[src/rtl/mf_pkg.sv]
// Package: shared mode type for the multiframe sync block.
// Assumes: one mode bit, 1 = master (network side), 0 = slave (terminal side).
package mf_pkg;
    typedef enum logic {
        MODE_SLAVE  = 1'b0,
        MODE_MASTER = 1'b1
    } mf_mode_e;
endpackage

[src/rtl/mf_counter.sv]
// Module: multiframe frame counter.
// Moves once per F-bit strobe through 1..FRAMES and wraps. A hold request or a
// cleared enable parks it at FRAMES with the held flag set.
// Assumes: fbit_stb is a single-cycle pulse; hold_req is already qualified.
module mf_counter #(
    parameter int FRAMES = 20,
    parameter int CW     = $clog2(FRAMES + 1)
) (
    input  logic          clk,
    input  logic          rst_n,
    input  logic          fbit_stb,
    input  logic          mf_en,
    input  logic          hold_req,
    output logic [CW-1:0] cnt,
    output logic          held
);
    localparam logic [CW-1:0] LAST  = CW'(FRAMES);
    localparam logic [CW-1:0] FIRST = CW'(1);

    // Frame position register: park, wrap or step on each strobe.
    always_ff @(posedge clk) begin
        if (!rst_n) begin
            cnt  <= LAST;
            held <= 1'b1;
        end else if (fbit_stb) begin
            if (!mf_en || hold_req) begin
                cnt  <= LAST;
                held <= 1'b1;
            end else begin
                held <= 1'b0;
                cnt  <= (cnt == LAST) ? FIRST : cnt + FIRST;
            end
        end
    end

    assert_range_R1: assert property (@(posedge clk) disable iff (!rst_n)
        (cnt >= FIRST) && (cnt <= LAST));
    assert_wrap_R1: assert property (@(posedge clk) disable iff (!rst_n)
        fbit_stb && mf_en && !hold_req && (cnt == LAST) |=> (cnt == FIRST) && !held);
    assert_still_R1: assert property (@(posedge clk) disable iff (!rst_n)
        !fbit_stb |=> $stable(cnt) && $stable(held));
    assert_hold_R5: assert property (@(posedge clk) disable iff (!rst_n)
        fbit_stb && hold_req |=> (cnt == LAST) && held);
    assert_park_R4: assert property (@(posedge clk) disable iff (!rst_n)
        fbit_stb && !mf_en |=> (cnt == LAST) && held);
endmodule

[src/rtl/mf_overhead.sv]
// Module: overhead bit values for the current frame.
// FA marks every FA_STEP-th frame starting at frame 1, M marks frame 1, and S
// picks one bit of the S word by frame position. All are forced low when blanked.
// Assumes: cnt stays in 1..FRAMES; clk and rst_n are used only by assertions.
module mf_overhead #(
    parameter int FRAMES  = 20,
    parameter int SBITS   = 5,
    parameter int FA_STEP = 5,
    parameter int CW      = $clog2(FRAMES + 1),
    parameter int SW      = (SBITS > 1) ? $clog2(SBITS) : 1
) (
    input  logic             clk,
    input  logic             rst_n,
    input  logic [CW-1:0]    cnt,
    input  logic             held,
    input  logic             mf_en,
    input  logic [SBITS-1:0] s_word,
    output logic             fa_bit,
    output logic             m_bit,
    output logic             s_bit,
    output logic             blank
);
    logic [CW-1:0] pos;
    logic [SW-1:0] sidx;
    logic          active;

    // Decode the frame position into the three overhead values.
    always_comb begin
        active = mf_en && !held;
        blank  = !active;
        pos    = cnt - CW'(1);
        sidx   = SW'(pos % CW'(SBITS));
        fa_bit = active && ((pos % CW'(FA_STEP)) == '0);
        m_bit  = active && (pos == '0);
        s_bit  = active && s_word[sidx];
    end

    assert_m_frame1_R2: assert property (@(posedge clk) disable iff (!rst_n)
        m_bit |-> fa_bit && (cnt == CW'(1)));
    assert_blank_R5: assert property (@(posedge clk) disable iff (!rst_n)
        blank |-> !fa_bit && !m_bit && !s_bit);
    assert_disabled_R4: assert property (@(posedge clk) disable iff (!rst_n)
        !mf_en |-> blank);
endmodule

[src/rtl/mf_pin.sv]
// Module: shared sync pin control.
// Master mode: qualifies the pin input as a hold request. Slave mode: drives the
// received M-bit, captured on each rising edge of fsc, so it is steady at the falling edge.
// Assumes: fsc is much slower than clk; it is synchronized here.
module mf_pin
    import mf_pkg::*;
(
    input  logic clk,
    input  logic rst_n,
    input  logic master_mode,
    input  logic pin_sel,
    input  logic fsc,
    input  logic mbit_rx,
    input  logic pin_in,
    output logic hold_req,
    output logic pin_out,
    output logic pin_oe
);
    mf_mode_e mode;
    logic [2:0] fsc_sync;
    logic       fsc_rise;

    assign mode     = mf_mode_e'(master_mode);
    assign hold_req = (mode == MODE_MASTER) && pin_sel && pin_in;
    assign pin_oe   = (mode == MODE_SLAVE) && pin_sel;
    assign fsc_rise = fsc_sync[1] && !fsc_sync[2];

    // Synchronize fsc and keep a delayed copy for edge detection.
    always_ff @(posedge clk) begin
        if (!rst_n) fsc_sync <= '0;
        else        fsc_sync <= {fsc_sync[1:0], fsc};
    end

    // Capture the received M-bit on each rising fsc edge.
    always_ff @(posedge clk) begin
        if (!rst_n)        pin_out <= 1'b0;
        else if (fsc_rise) pin_out <= mbit_rx;
    end

    assert_oe_slave_R8: assert property (@(posedge clk) disable iff (!rst_n)
        pin_oe |-> !master_mode && pin_sel);
    assert_out_steady_R8: assert property (@(posedge clk) disable iff (!rst_n)
        !fsc_rise |=> $stable(pin_out));
    assert_ignored_R7: assert property (@(posedge clk) disable iff (!rst_n)
        !pin_sel |-> !hold_req && !pin_oe);
endmodule

[src/rtl/mfsync_top.sv]
// Module: S-interface multiframe sync counter, top level.
// Connects the frame counter, the overhead decoder and the shared sync pin.
// Assumes: one fbit_stb pulse per frame; the pin's tristate is resolved outside.
module mfsync_top #(
    parameter int FRAMES  = 20,
    parameter int SBITS   = 5,
    parameter int FA_STEP = 5,
    localparam int CW     = $clog2(FRAMES + 1)
) (
    input  logic             clk,
    input  logic             rst_n,
    input  logic             fbit_stb,
    input  logic             fsc,
    input  logic             master_mode,
    input  logic             mf_en,
    input  logic             pin_sel,
    input  logic [SBITS-1:0] s_word,
    input  logic             mbit_rx,
    input  logic             sync_pin_in,
    output logic             sync_pin_out,
    output logic             sync_pin_oe,
    output logic [CW-1:0]    frame_num,
    output logic             fa_bit,
    output logic             m_bit,
    output logic             s_bit,
    output logic             ovh_blank
);
    logic hold_req;
    logic held;

    mf_pin u_pin (
        .clk         (clk),
        .rst_n       (rst_n),
        .master_mode (master_mode),
        .pin_sel     (pin_sel),
        .fsc         (fsc),
        .mbit_rx     (mbit_rx),
        .pin_in      (sync_pin_in),
        .hold_req    (hold_req),
        .pin_out     (sync_pin_out),
        .pin_oe      (sync_pin_oe)
    );

    mf_counter #(.FRAMES(FRAMES), .CW(CW)) u_cnt (
        .clk      (clk),
        .rst_n    (rst_n),
        .fbit_stb (fbit_stb),
        .mf_en    (mf_en),
        .hold_req (hold_req),
        .cnt      (frame_num),
        .held     (held)
    );

    mf_overhead #(.FRAMES(FRAMES), .SBITS(SBITS), .FA_STEP(FA_STEP), .CW(CW)) u_ovh (
        .clk    (clk),
        .rst_n  (rst_n),
        .cnt    (frame_num),
        .held   (held),
        .mf_en  (mf_en),
        .s_word (s_word),
        .fa_bit (fa_bit),
        .m_bit  (m_bit),
        .s_bit  (s_bit),
        .blank  (ovh_blank)
    );

    assert_restart_R6: assert property (@(posedge clk) disable iff (!rst_n)
        fbit_stb && mf_en && !hold_req && ovh_blank |=> (frame_num == CW'(1)) && fa_bit && m_bit);
endmodule

[config.mk]
export PLATFORM = sky130hd
export DESIGN_NAME = mfsync_top
export DESIGN_NICKNAME = d
export VERILOG_FILES = /design/src/rtl/mf_pkg.sv /design/src/rtl/mf_counter.sv /design/src/rtl/mf_overhead.sv /design/src/rtl/mf_pin.sv /design/src/rtl/mfsync_top.sv
export SDC_FILE = /design/constraint.sdc
export NUM_CORES = 1
export LEC_CHECK = 0
export ABC_AREA = 1
export ABC_CLOCK_PERIOD_IN_PS = 2800
export BUFFER_PORTS_ARGS = -buffer_cell sky130_fd_sc_hd__buf_2
export CAP_MARGIN = 25
export CORE_MARGIN = 5
export CORE_UTILIZATION = 47
export DETAILED_ROUTE_END_ITERATION = 10
export PLACE_DENSITY_LB_ADDON = 0.1
export SLEW_MARGIN = 25
export SYNTH_ARGS = -nofsm -noshare
export SYNTH_HDL_FRONTEND = slang
export SYNTH_SLANG_ARGS = --single-unit
[constraint.sdc]
create_clock -name clk -period 2.8 [get_ports clk]
set_input_delay 0.56 -clock clk [delete_from_list [all_inputs] [get_ports clk]]
set_output_delay 0.56 -clock clk [all_outputs]
set_load 0.05 [all_outputs]
=== After elaboration in Yosys (flattened, before gate mapping) ===
Cells that the tools add are included.

* Bits in registers: 10
* Bits of input ports: 14
* Output and inout bits: 11
* Word-level logic and storage cells: 30

* Add/sub/neg operators: 2
* Div/mod/pow operators: 1
* Magnitude comparators: 1
* Eq/ne operators: 1
* Multiplexer cells: 5
* Bitwise gates (word level): 1
* Reduce and logical (&&, ||, !) cells: 15

{| class="wikitable"
|+ Operators with widths
! kind !! count
|-
| $logic_not A5 Y1 || 2
|-
| $mux W5 || 2
|-
| $logic_and A1 B1 Y1 || 8
|-
| $add A5 B1 Y5 const B || 1
|-
| $eq A5 B5 Y1 const B || 1
|-
| $mod A5 B3 Y5 const B || 1
|-
| $sub A5 B1 Y5 const B || 1
|-
| $logic_not A1 Y1 || 4
|-
| $lt A3 B4 Y1 const B || 1
|-
| $bmux W1 S3 || 1
|-
| $mux W1 || 2
|-
| $logic_or A1 B1 Y1 || 1
|-
| $not A1 Y1 || 1
|}

=== Logic depth before layout (Yosys ltp) ===
* Word-level depth: 5
* Gate-level depth with buffers: 21
* Depth with buffers taken out: 21

=== By module ===
From an unflattened synthesis, not the netlist that was laid out.

* Cells, all modules: 180
* Area total of the unflattened synthesis: 1154.9 sq um

{| class="wikitable"
|+ Modules (own cells, without submodules)
! module !! instances !! cells each !! area an instance (sq um) !! sequential area each (sq um)
|-
| mf_overhead || 1 || 113 || 684.4 || 0.0
|-
| mf_counter || 1 || 48 || 329.1 || 120.1
|-
| mf_pin || 1 || 19 || 141.4 || 80.1
|}

=== Least setup slack after synthesis ===
Ideal clock, no wire load.

* Path kind: register to output
* Start: register u_cnt.cnt[0]
* End: output port fa_bit
* Data arrival time: 3.308 ns
* Required time: 2.240 ns
* Slack: -1.068 ns
* Cell stages (with the launch flop): 19
* Path buffers: 0
* Path through: dfxtp_1 inv_2 ha_1 inv_2 nand2_1 nand3_1 inv_2 nor2_4 nand3_2 nand3_2 nand2_1 and2_1 ha_1 inv_1 nor2_1 o21ai_2 o21a_2 o21ai_1 nor3_2

* Word-level cells in the longest chain between the ends: 4

{| class="wikitable"
|+ Ends and longest elaborated chain
! item !! RTL line !! RTL
|-
| start: declaration || mf_counter.sv:14 || <nowiki>output logic [CW-1:0] cnt,</nowiki>
|-
| start signal: assignment || mf_counter.sv:31 || <nowiki>cnt <= (cnt == LAST) ? FIRST : cnt + FIRST;</nowiki>
|-
| $sub A5 B1 Y5 || mf_overhead.sv:31 || <nowiki>pos = cnt - CW'(1);</nowiki>
|-
| $mod A5 B3 Y5 || mf_overhead.sv:33 || <nowiki>fa_bit = active && ((pos % CW'(FA_STEP)) == '0);</nowiki>
|-
| $logic_not A5 Y1 || mf_overhead.sv:33 ||
|-
| $logic_and A1 B1 Y1 || mf_overhead.sv:33 ||
|-
| end: declaration || mfsync_top.sv:23 || <nowiki>output logic fa_bit,</nowiki>
|}

No other way between the ends.

=== Worst setup path after layout ===
* Start: register u_cnt.cnt[1]
* End: output port s_bit

* Word-level cells in the longest chain between the ends: 5

{| class="wikitable"
|+ Ends and longest elaborated chain
! item !! RTL line !! RTL
|-
| $sub A5 B1 Y5 || mf_overhead.sv:31 ||
|-
| $mod A5 B3 Y5 || mf_overhead.sv:32 || <nowiki>sidx = SW'(pos % CW'(SBITS));</nowiki>
|-
| $bmux W1 S3 || mf_overhead.sv:35 || <nowiki>s_bit = active && s_word[sidx];</nowiki>
|-
| $mux W1 (implied by the code) || mf_overhead.sv:35 ||
|-
| $logic_and A1 B1 Y1 || mf_overhead.sv:35 ||
|-
| end: declaration || mfsync_top.sv:25 || <nowiki>output logic s_bit,</nowiki>
|}

No other way between the ends. The select of a mux whose other input is x is not followed.

==> results.cfg <==
[critical_path]
worstPathArrival_ns = 2.53
critical_path_class = register to primary output
crit_family = simple AND/OR/NAND/NOR gates
path_depth = 21
startpoint = u_cnt.cnt[1]
r2r_cells = 8
crit_slowest_cell = dfxtp_4
reg2reg_to = u_cnt.cnt[0]
crit_fanout = 6
crit_buf_inv = 5
crit_end = s_bit
r2r-start = u_cnt.cnt[0]
start_kind = register
crit_path_end_kind = primary output
max_stage_delay_ns = 0.38
worstPathCellList = inv_4 > ha_4 > inv_2 > nand2_2 > nand3_2 > inv_2 > nor2_4 > nand3_2 > nand3_2 > buf_4 > nand2_1 > nand2_1 > nand2_4 > nand2_4 > nand2_2 > nand2_2 > nand2_1 > nand3_2 > nand2_2 > a21oi_4 > buf_6
rrSetupSlack_ns = 1.40
required_ns = 2.24

[cells_and_area]
diodes = 0
instances_no_fill = 221
area_delta_synth_final_pct = 41.7
stdcell_area_um2 = 1420
final_nets = 215
drive_gt1_frac = 0.521

[yosys]
synth_cell_types = 30
synthCells = 150
postSynthAreaPerCell_um2 = 6.67
ys_seq_area_frac = 0.200
yosys_warnings = 0
syn_nets = 170
syn_area_um2 = 1000
synth-seq-cells = 10

[clock_network]
clk_pin_slew_ns = 0.07
htreeDepth = 1
tritoncts = done
cts-root-buf = clkbuf_4
clock-sinks = 10
cts_hold_buffers = 0
cts_max_path_buffers = 2
cts_buffers = 3
insertion_delay_ns = 0.26

[detailed_routing]
num_vias = 1078
via_per_inst = 4.88
drc = 0
drt_wl_total_mm = 2.31
ant_nets = 0
first_pass_iters = 4
wire_per_inst_um = 10.4
drt_iter0_drc = 19

[min_path]
hp-class = register to register

[placed_design]
place_hpwl_mm = 1.99
gp_congestion = 0.791
placedCellCount = 213
dpl-instance-area_um2 = 1330
port_buffers = 24
pre_cts_ws_ns = -0.117

[global_routing]
grt_max_degree = 10
track_usage = 0.159
grt_pass1_wl_mm = 4.18
grt_pass1_vias = 1045
grt_overflow = 0
antenna_found_initial = 0

[die]
rows = 16
initial_utilization = 0.500
ioPinCount = 25
fp.dieW_um = 56.2
fp.dieArea_um2 = 3150
core_um2 = 2000
chipHeight_um = 56.2

[status]
outcome = complete, but fails checks
violations = negative setup slack

[timing]
min_period_ns = 3.09
hold_viol = 0
drv_slew = 0
finalClockSkew_ns = 0.00384
fin_crit_sh = 1.10
setup_slack_ns = -0.291
rsz0062_at_grt = true
whs_ns = 0.419
max-slew-margin-rel = 0.836
clock.fmax_mhz = 323
tightest_slew_ns = 0.245
setup_violations = 2

[power_and_ir_drop]
leakage_nw = 0.726
total_power_w = 0.000733
power_density_nw_per_um2 = 517
ir_drop_mv = 0.413

[flow_run]
cap_violations = 0
-- layer usage --
metal / track usage / share of wire
met2: 0.277 / 0.49
met3: 0.0464 / 0.065
met5: 0 / 0
met4: 0.0203 / 0.0030
met1: 0.196 / 0.45
-- state kept, by name, summed over array words and instances (netlist names) --
signal	cells
u_cnt.held	1
u_cnt.cnt	5
u_pin.pin_out	1
u_pin.fsc_sync	3
-- worst min-delay path by stage --
stage	depth (start not counted)	slack [ns]	to	startpoint
after floorplan	2	0.39	u_pin.fsc_sync[1]	u_pin.fsc_sync[0]
after global placement	2	0.40	u_pin.fsc_sync[1]	u_pin.fsc_sync[0]
after detailed placement	2	0.41	u_pin.fsc_sync[1]	u_pin.fsc_sync[0]
after CTS	2	0.42	u_pin.fsc_sync[1]	u_pin.fsc_sync[0]
after global routing	2	0.46	u_pin.fsc_sync[1]	u_pin.fsc_sync[0]
final	2	0.42	u_pin.fsc_sync[1]	u_pin.fsc_sync[0]
-- stage by stage --
| stage | util | setup TNS (ns) |
|---|---|---|
| 4_1_cts | 0.698 | -0.583 |
| 3_5_place_dp | 0.663 | -0.218 |
| 5_1_grt | 0.709 | -0.999 |
| 3_3_place_gp | 0.663 | -0.136 |
| 6_report | 0.709 | -0.580 |
| 2_1_floorplan | - | -0.301 |
-- tightest hold or removal path: cells and delay by family, from the launching register on --
kind                   cells  cell delay [ns]
buffers and inverters      1             0.04
flip-flops                 1             0.31
AND/OR/NAND/NOR            1             0.05
-- where the power goes --
part / switching (W) / internal, W / leakage [nW]
Clock: 0.0000483 / 0.0000789 / 0.0210
Combinational: 0.000270 / 0.000176 / 0.622
Sequential: 0.0000101 / 0.000150 / 0.0834
-- cells in the mapped netlist --
cell	instances	share of area
nand4_1	5	0.031
buf_6	1	0.011
nand2_1	32	0.12
o21ai_1	1	0.0050
nand2_4	3	0.034
and2_1	1	0.0063
xor2_2	1	0.016
inv_1	19	0.071
o21a_2	1	0.0088
a211oi_1	2	0.015
o21ai_0	2	0.010
a21oi_2	1	0.0088
nor2_4	2	0.022
nor2_2	1	0.0063
nand2_2	11	0.069
o221ai_1	1	0.0088
ha_1	6	0.075
o211ai_1	1	0.0075
nand3_2	5	0.050
nor3_1	1	0.0050
xor2_1	3	0.026
o21ai_2	1	0.0088
nor2_1	8	0.030
buf_2	1	0.0050
dfxtp_1	10	0.20
nand3b_1	1	0.0075
nor3_2	1	0.010
inv_2	7	0.026
a21oi_1	2	0.010
nand3_1	19	0.095
-- final cells by class --
type / count / area, um^2
Multi-Input combinational cell: 112 / 764
Fill cell: 174 / 583
Timing Repair Buffer: 42 / 268
Sequential cell: 10 / 211
Inverter: 26 / 105
Clock buffer: 4 / 36.3
Tap cell: 27 / 33.8
-- cells by family (layout without fill, tap and decap cells) --
logic type	Yosys count	count (layout)	share of synthesized area
compound gates	12	12	0.0825
xor+xnor	4	4	0.0425
fa+ha+maj	6	6	0.0750
buf+inv	28	72	0.114
flops	10	10	0.200
simple gates	90	90	0.486
-- cell usage in the layout (no fill, tap or decap), types with 2 or more instances in the layout --
master	instances
inv_1	16
nor2_1	6
dfxtp_1	5
buf_6	2
buf_4	18
buf_2	22
nor2_4	2
clkbuf_4	3
xor2_1	3
a211oi_1	2
a21oi_1	2
nand2_4	4
ha_1	4
nand2_1	27
dfxtp_4	2
nor2_2	3
nand2_2	15
o21ai_0	2
inv_2	8
nand3_2	7
nand3_1	17
ha_4	2
dfxtp_2	3
nand4_1	5
o21ai_2	2
-- repair_timing --
action	in CTS	in global routing
buffers inserted	2	2
pin swaps	3	7
setup endpoints to repair	2	2
resized for setup	6	2
No activity file was read; power rests on OpenSTA's default activity.
